File: config.mk
export PLATFORM = sky130hd
export DESIGN_NAME = xlight_ctrl
export DESIGN_NICKNAME = d
export VERILOG_FILES = /design/src/rtl/xlight_pkg.sv /design/src/rtl/xlight_seq.sv /design/src/rtl/xlight_dp.sv /design/src/rtl/xlight_ctrl.sv
export SDC_FILE = /design/constraint.sdc
export NUM_CORES = 1
export LEC_CHECK = 0
export ABC_AREA = 1
export CAP_MARGIN = 5
export CORE_MARGIN = 2
export CORE_UTILIZATION = 25
export CTS_BUF_LIST = sky130_fd_sc_hd__clkbuf_2
export DETAILED_ROUTE_END_ITERATION = 12
export GPL_ROUTABILITY_DRIVEN = 0
export PLACE_DENSITY = 0.48
export SLEW_MARGIN = 20
export SYNTH_ARGS = -nofsm -noshare
export SYNTH_HDL_FRONTEND = slang
export SYNTH_HIERARCHICAL = 1
export SYNTH_SLANG_ARGS = --single-unit
File: constraint.sdc
create_clock -name clk -period 5.2 [get_ports clk]
set_input_delay 0.78 -clock clk [delete_from_list [all_inputs] [get_ports clk]]
set_output_delay 0.78 -clock clk [all_outputs]
set_load 0.02 [all_outputs]
File: src/rtl/xlight_pkg.sv
package xlight_pkg;

  // Bit 2 selects the road, bits 1:0 the stage within that road's turn.
  typedef enum logic [2:0] {
    PH_ALLRED_A = 3'd0,
    PH_PREP_A   = 3'd1,
    PH_GO_A     = 3'd2,
    PH_STOP_A   = 3'd3,
    PH_ALLRED_B = 3'd4,
    PH_PREP_B   = 3'd5,
    PH_GO_B     = 3'd6,
    PH_STOP_B   = 3'd7
  } phase_t;

  localparam logic [2:0] VEH_RED  = 3'b100;
  localparam logic [2:0] VEH_PREP = 3'b110;
  localparam logic [2:0] VEH_GO   = 3'b001;
  localparam logic [2:0] VEH_STOP = 3'b011;
  localparam logic [2:0] PED_STOP = 3'b010;
  localparam logic [2:0] PED_WALK = 3'b001;

  typedef struct packed {
    logic [2:0] vehA;
    logic [2:0] pedA;
    logic [2:0] vehB;
    logic [2:0] pedB;
  } lamps_t;

  // Control-to-datapath strobes.
  typedef struct packed {
    logic   clearCnt;
    logic   loadLamps;
    phase_t loadPhase;
  } strobes_t;

  function automatic phase_t nextPhase(input phase_t p);
    phase_t n;
    case (p)
      PH_ALLRED_A: n = PH_PREP_A;
      PH_PREP_A:   n = PH_GO_A;
      PH_GO_A:     n = PH_STOP_A;
      PH_STOP_A:   n = PH_ALLRED_B;
      PH_ALLRED_B: n = PH_PREP_B;
      PH_PREP_B:   n = PH_GO_B;
      PH_GO_B:     n = PH_STOP_B;
      default:     n = PH_ALLRED_A;
    endcase
    return n;
  endfunction

  function automatic lamps_t encodeLamps(input phase_t p);
    lamps_t     l;
    logic [2:0] veh;
    logic [2:0] ped;
    case (p[1:0])
      2'd1:    begin veh = VEH_PREP; ped = PED_STOP; end
      2'd2:    begin veh = VEH_GO;   ped = PED_WALK; end
      2'd3:    begin veh = VEH_STOP; ped = PED_STOP; end
      default: begin veh = VEH_RED;  ped = PED_STOP; end
    endcase
    l.vehA = VEH_RED;
    l.pedA = PED_STOP;
    l.vehB = VEH_RED;
    l.pedB = PED_STOP;
    if (p[2]) begin
      l.vehB = veh;
      l.pedB = ped;
    end else begin
      l.vehA = veh;
      l.pedA = ped;
    end
    return l;
  endfunction

endpackage

File: src/rtl/xlight_seq.sv
module xlight_seq
  import xlight_pkg::*;
(
  input  logic     clk,
  input  logic     rst,
  input  logic     dwellDone,
  output strobes_t strobes
);

  phase_t phase;

  always_ff @(posedge clk) begin
    if (rst) begin
      phase <= PH_ALLRED_A;
    end else if (dwellDone) begin
      phase <= nextPhase(phase);
    end
  end

  always_comb begin
    strobes.clearCnt  = rst | dwellDone;
    strobes.loadLamps = rst | dwellDone;
    strobes.loadPhase = rst ? PH_ALLRED_A : nextPhase(phase);
  end

  // the last phase wraps to the first.
  a_r5_wrap: assert property (@(posedge clk) disable iff (rst)
    (phase == PH_STOP_B && dwellDone) |=> (phase == PH_ALLRED_A));

  // the phase holds while the dwell is running.
  a_r6_hold: assert property (@(posedge clk) disable iff (rst)
    !dwellDone |=> $stable(phase));

  // reset lands in the first all-red phase.
  a_r1_reset_phase: assert property (@(posedge clk)
    rst |=> (phase == PH_ALLRED_A));

endmodule

File: src/rtl/xlight_dp.sv
module xlight_dp
  import xlight_pkg::*;
#(
  parameter int DWELL = 4
) (
  input  logic     clk,
  input  logic     rst,
  input  strobes_t strobes,
  output logic     dwellDone,
  output lamps_t   lamps
);

  localparam int CW = (DWELL > 1) ? $clog2(DWELL) : 1;
  localparam logic [CW-1:0] LAST = CW'(DWELL - 1);

  logic [CW-1:0] cnt;

  always_ff @(posedge clk) begin
    if (strobes.clearCnt) begin
      cnt <= '0;
    end else begin
      cnt <= cnt + 1'b1;
    end
  end

  assign dwellDone = (cnt == LAST);

  always_ff @(posedge clk) begin
    if (strobes.loadLamps) begin
      lamps <= encodeLamps(strobes.loadPhase);
    end
  end

  // the dwell counter never passes its last value.
  a_r6_cnt_bound: assert property (@(posedge clk) disable iff (rst)
    cnt <= LAST);

  // the lamps hold unless a load strobe arrives.
  a_r7_stable: assert property (@(posedge clk) disable iff (rst)
    !strobes.loadLamps |=> $stable(lamps));

  // walk only with the own road on green, never both roads.
  a_r8_walk_a: assert property (@(posedge clk) disable iff (rst)
    (lamps.pedA == PED_WALK) |-> (lamps.vehA == VEH_GO));
  a_r8_walk_b: assert property (@(posedge clk) disable iff (rst)
    (lamps.pedB == PED_WALK) |-> (lamps.vehB == VEH_GO));
  a_r8_single_walk: assert property (@(posedge clk) disable iff (rst)
    !(lamps.pedA == PED_WALK && lamps.pedB == PED_WALK));

  // reset drives the all-red pattern onto the lamps.
  a_r1_reset_lamps: assert property (@(posedge clk)
    rst |=> (lamps == 12'b100_010_100_010));

endmodule

File: src/rtl/xlight_ctrl.sv
module xlight_ctrl
  import xlight_pkg::*;
#(
  parameter int CLK_HZ   = 50_000_000,
  parameter int PHASE_MS = 1000
) (
  input  logic       clk,
  input  logic       rst,
  output logic [2:0] vehA,
  output logic [2:0] pedA,
  output logic [2:0] vehB,
  output logic [2:0] pedB
);

  localparam int TICKS_PER_MS = CLK_HZ / 1000;
  localparam int DWELL        = TICKS_PER_MS * PHASE_MS;

  strobes_t strobes;
  logic     dwellDone;
  lamps_t   lamps;

  xlight_seq seq_i (
    .clk       (clk),
    .rst       (rst),
    .dwellDone (dwellDone),
    .strobes   (strobes)
  );

  xlight_dp #(.DWELL(DWELL)) dp_i (
    .clk       (clk),
    .rst       (rst),
    .strobes   (strobes),
    .dwellDone (dwellDone),
    .lamps     (lamps)
  );

  assign vehA = lamps.vehA;
  assign pedA = lamps.pedA;
  assign vehB = lamps.vehB;
  assign pedB = lamps.pedB;

endmodule

======== Yosys cells after proc, flatten, opt, wreduce, memory -nomap -nowiden ========
Index checks and enable logic that the tools add are counted.
operators by class
  $add $sub $neg .......................... 1
  equal/unequal tests ..................... 10
  muxes and demuxes ....................... 4
  bitwise operators ....................... 1
  reductions and logical operators ........ 1
operator list
  cell                   number
  $add 26x1->26 const B  1
  $eq 26x26->1 const B   1
  $pmux 3 s7             1
  $eq 3x3->1 const B     3
  $pmux 3 s3             1
  $eq 3x2->1 const B     2
  $eq 2x2->1 const B     2
  $eq 3x1->1 const B     1
  $logic_not 3->1        1
  $mux 3                 1
  $eq 2x1->1 const B     1
  $mux 2                 1
  $or 1x1->1             1
word-level totals
  register bits after elaboration ......... 41
  bits of input ports ..................... 2
  word-level logic and storage cells ...... 23

======== Longest topological paths before layout ========
  depth in word-level cells ............... 5
  mapped depth ............................ 13

======== By module ========
The synthesis kept the hierarchy.
modules (own cells, without submodules)
  module      times used  cells each  area an instance (um2)  seq. area each (um2)
  xlight_dp   1           223         1,803.0                 820.8
  xlight_seq  1           21          156.4                   60.1

======== Least setup slack after synthesis ========
No wires, ideal clock.
  kind .................................... register -> register
  from .................................... register dp_i.cnt[0]
  to ...................................... register dp_i.cnt[19]
  library setup time ...................... 115 ps
  arrival time ............................ 2,349 ps
  required time ........................... 5,085 ps
  path slack .............................. 2,736 ps
  stages on the path, launching flop included .. 14
  path buffers ............................ 3
  clock period less this slack ............ 2,464 ps
  cell sequence ........................... dfxtp_1 -> ha_1 -> nand2_2 -> nor2_8 -> nand2_4 -> nor3_1 -> nor2_1 -> inv_1 -> buf_4 -> buf_2 -> clkinv_1 -> buf_6 -> nand2_1 -> nor2_1
RTL lines
  element                   line             text
  start: declaration        xlight_dp.sv:16  logic [CW-1:0] cnt;
  start signal: assignment  xlight_dp.sv:22  cnt <= cnt + 1'b1;

==> flow_summary.toml <==
[run_status]
run_status = "complete, no violations"

[drt]
met1_length_um = 1734
num_vias = 1442
drt_iter0_markers = 66
vias_per_cell = 3.994
drc = 0
wl_per_cell_um = 9.634
top_layer_used = "met4"
met3_length_um = 125
dr.pass1.iters = 4
wl_met2_um = 1594
drtAntennaViolNets = 0
wl_um = 3478

[finish]
antenna_cells = 0
fin_cells = 361
nets = 261
syn_to_final_growth_pct = 12.84
drive_above_1_share_pct = 13.90

[logic_synthesis]
muxShareOfSynthArea_pct = 0
synth-xor-area-share_pct = 1.788
synth_compound_area_share_pct = 6.769
synthesis.area_um2 = 1959
synth_top_cell_by_area = "dfxtp_1"
synth_top_family_by_area = "simple AND/OR/NAND/NOR gates"
async_flop_share_pct = 0
synth-edff-count = 10
netlist_instances = 244
yosysMostFrequentCell = "nor2_1"
avgSynthCellArea_um2 = 8.030
synth_seq_cells = 39
synth_common_cells = "nor2_1, nand2_1, dfxtp_1"
synth_ff_type = "dfxtp_1"
synthAdderAreaFrac_pct = 0.6386
ys_warn_count = 6
synth.area.top_cells = "dfxtp_1, edfxtp_1, nor2_1"
yosysUniqueCellTypes = 32
synthDominantCellAreaShare_pct = 29.63
ys_seq_area_share_pct = 44.96
synth-simple-area-share_pct = 39.08

[pwr]
p_leak_uw = 0.0009281
seq_power_share_pct = 64.7
combPwrFrac_pct = 5.4
clkPwrFrac_pct = 29.8
p_int_uw = 360.4
ir_drop_uv = 107.3
power_per_cell_area_nw_per_um2 = 222.5
p_sw_share_pct = 26.72
power.switching_uw = 131.4

[min_path]
min-delay-start = "dp_i/cnt[0]"
min_to = "dp_i/cnt[0]"
hold_path.class = "register to register"
hold_depth = 1

[cts]
path_clk_slew_ps = 220
clock_sinks = 39
clockRootBuffer = "clkbuf_2"
clockBufferDepth = 2
cts_buffers = 5
hold_buffers = 0
clk_latency_ps = 400
cts_resized = 0
cts-htree-levels = 2
cts_setup_buffers = 0
tritoncts = "built"

[placement]
dpl.cell_count = 353
hpwl_um = 2598
port_buffers = 11

[global_route]
antenna_found_initial = 0
grt_pass1_vias = 1454
overflow = 0
grt.total_usage_pct = 9.402
grt_max_degree = 21
grt_pass1_wl_um = 6486

[setup_path]
critPathKind = "register to register"
cp_cell_sequence = "ha_1 > nand2_2 > nor2_8 > nand2_4 > nor3_1 > nor2_1 > inv_1 > clkinv_1 > o21ai_0 > a21oi_1"
crit_arrival_ps = 3420
critPathTopFamily = "buffers and inverters"
critPathMaxStageDelay_ps = 650
critical_path.reg2reg.endpoint = "dp_i/cnt[10]"
critPathMaxFanout = 20
reg2reg_slack_ps = 2100
crit_buf_inv = 2
setup.worst_path.start_class = "register"
timing.rr.start = "dp_i/cnt[0]"
endpoint_kind = "register"
required_ps = 5510
slowest_stage = "clkinv_1"
worst_r2r_path_depth = 10

[floorplanning]
dieArea_um2 = 8562
rows = 32
die_h_um = 92.53
die_w_um = 92.53
ios = 14
initial_utilization_pct = 25.62
core_um2 = 7647

[timing]
tightest_slew_ps = 693.1
period_needed_ps = 3103
clock.fmax_mhz = 322.3
rsz0062_at_grt = "no"
setup_violations = 0
finClkSkew_ps = 10.68
tns_ps = 0
finalHoldViolCount = 0
slew_viol_final = 0
relSlewSlack_pct = 53.75
fin_crit_sh_pct = 59.68

[flow_run]
maxCapViolCount = 0
## worst max path at each step
stage           startpoint           end  depth (start not counted)
3_5_place_dp   dp_i/cnt[0]   dp_i/cnt[8]                         10
6_report       dp_i/cnt[0]  dp_i/cnt[10]                         10
5_1_grt        dp_i/cnt[0]   dp_i/cnt[7]                         10
4_1_cts        dp_i/cnt[0]  dp_i/cnt[10]                         10
2_1_floorplan  dp_i/cnt[0]  dp_i/cnt[19]                         13
3_3_place_gp   dp_i/cnt[0]   dp_i/cnt[8]                         10
## worst register-to-register path, stage by stage (launching register included)
cell and delay, ps:
dfxtp_1 410, ha_1 190, nand2_2 100, nor2_8 170, nand2_4 90, nor3_1 460
nor2_1 130, inv_1 540, clkinv_1 650, o21ai_0 230, a21oi_1 60
## sequential cells by signal, summed over array words and instances (netlist names)
register	flops
dp_i/cnt	26
dp_i/lamps	10
seq_i/phase	3
## per-stage QoR
step	util, %	setup slack [ps]	total power [µW]	instance area, µm²	hold slack, ps
after global routing	28.91	1643	516.5	2211	486.7
after CTS	28.91	2033	502.9	2211	475.2
final	28.91	2097	491.8	2211	468.9
after detailed placement	28.27	2083	351.6	2162	438.5
after global placement	28.27	2129	351.5	2162	435.3
after floorplan	-	2736	344.7	1963	417.3
## area by class of cell
cell class / count / area (µm²)
sequential: 39 / 880.8
inverter: 24 / 90.09
clock buffer: 5 / 25.02
fill: 820 / 5436
tap: 102 / 127.6
multi-input combinational: 177 / 953.4
timing repair buffer: 11 / 110.1
clock inverter: 3 / 23.77
## power by group through the flow
stage | Sequential (µW) | Combinational, µW | Clock [µW]
finish | 318 | 26.6 | 147
global route | 319 | 30.2 | 167
CTS | 319 | 27.0 | 157
detailed placement | 325 | 26.9 | 0
global placement | 325 | 27.0 | 0
floorplan | 329 | 16.0 | 0
## cells by family (layout without fill, tap and decap cells)
group / count (synthesis) / after routing
AND/OR/NAND/NOR: 146 / 146
flip-flops: 39 / 39
buffers and inverters: 29 / 43
AO/OA/AOI/OAI: 24 / 24
XOR/XNOR: 4 / 4
adder cells (fa/ha/maj): 1 / 1
other: 1 / 2
## layout by cell type, fill, tap and decap left out
| cell | count |
|---|---|
| a21oi_1 | 15 |
| a21oi_2 | 1 |
| and2_1 | 1 |
| clkbuf_2 | 5 |
| clkdlybuf4s50_1 | 11 |
| clkinv_1 | 1 |
| clkinvlp_4 | 2 |
| conb_1 | 2 |
| dfxtp_1 | 29 |
| edfxtp_1 | 10 |
| ha_1 | 1 |
| inv_1 | 22 |
| inv_2 | 1 |
| inv_6 | 1 |
| nand2_1 | 48 |
| nand2_2 | 7 |
| nand2_4 | 4 |
| nand3_1 | 12 |
| nand3_2 | 1 |
| nand3b_1 | 1 |
| nand3b_2 | 2 |
| nand4_1 | 5 |
| nor2_1 | 50 |
| nor2_2 | 3 |
| nor2_4 | 5 |
| nor2_8 | 4 |
| nor3_1 | 2 |
| o21a_1 | 2 |
| o21ai_0 | 5 |
| o22a_1 | 1 |
| or2_1 | 1 |
| xnor2_1 | 1 |
| xor2_1 | 3 |
## per-layer routing
metal  vias to the layer above  track usage (%)
met5                         -                0
met4                         0            2.985
met3                         2            2.522
met2                        21            15.75
met1                       615            11.74
li1                        804                -
No activity file was read; power rests on OpenSTA's default activity.
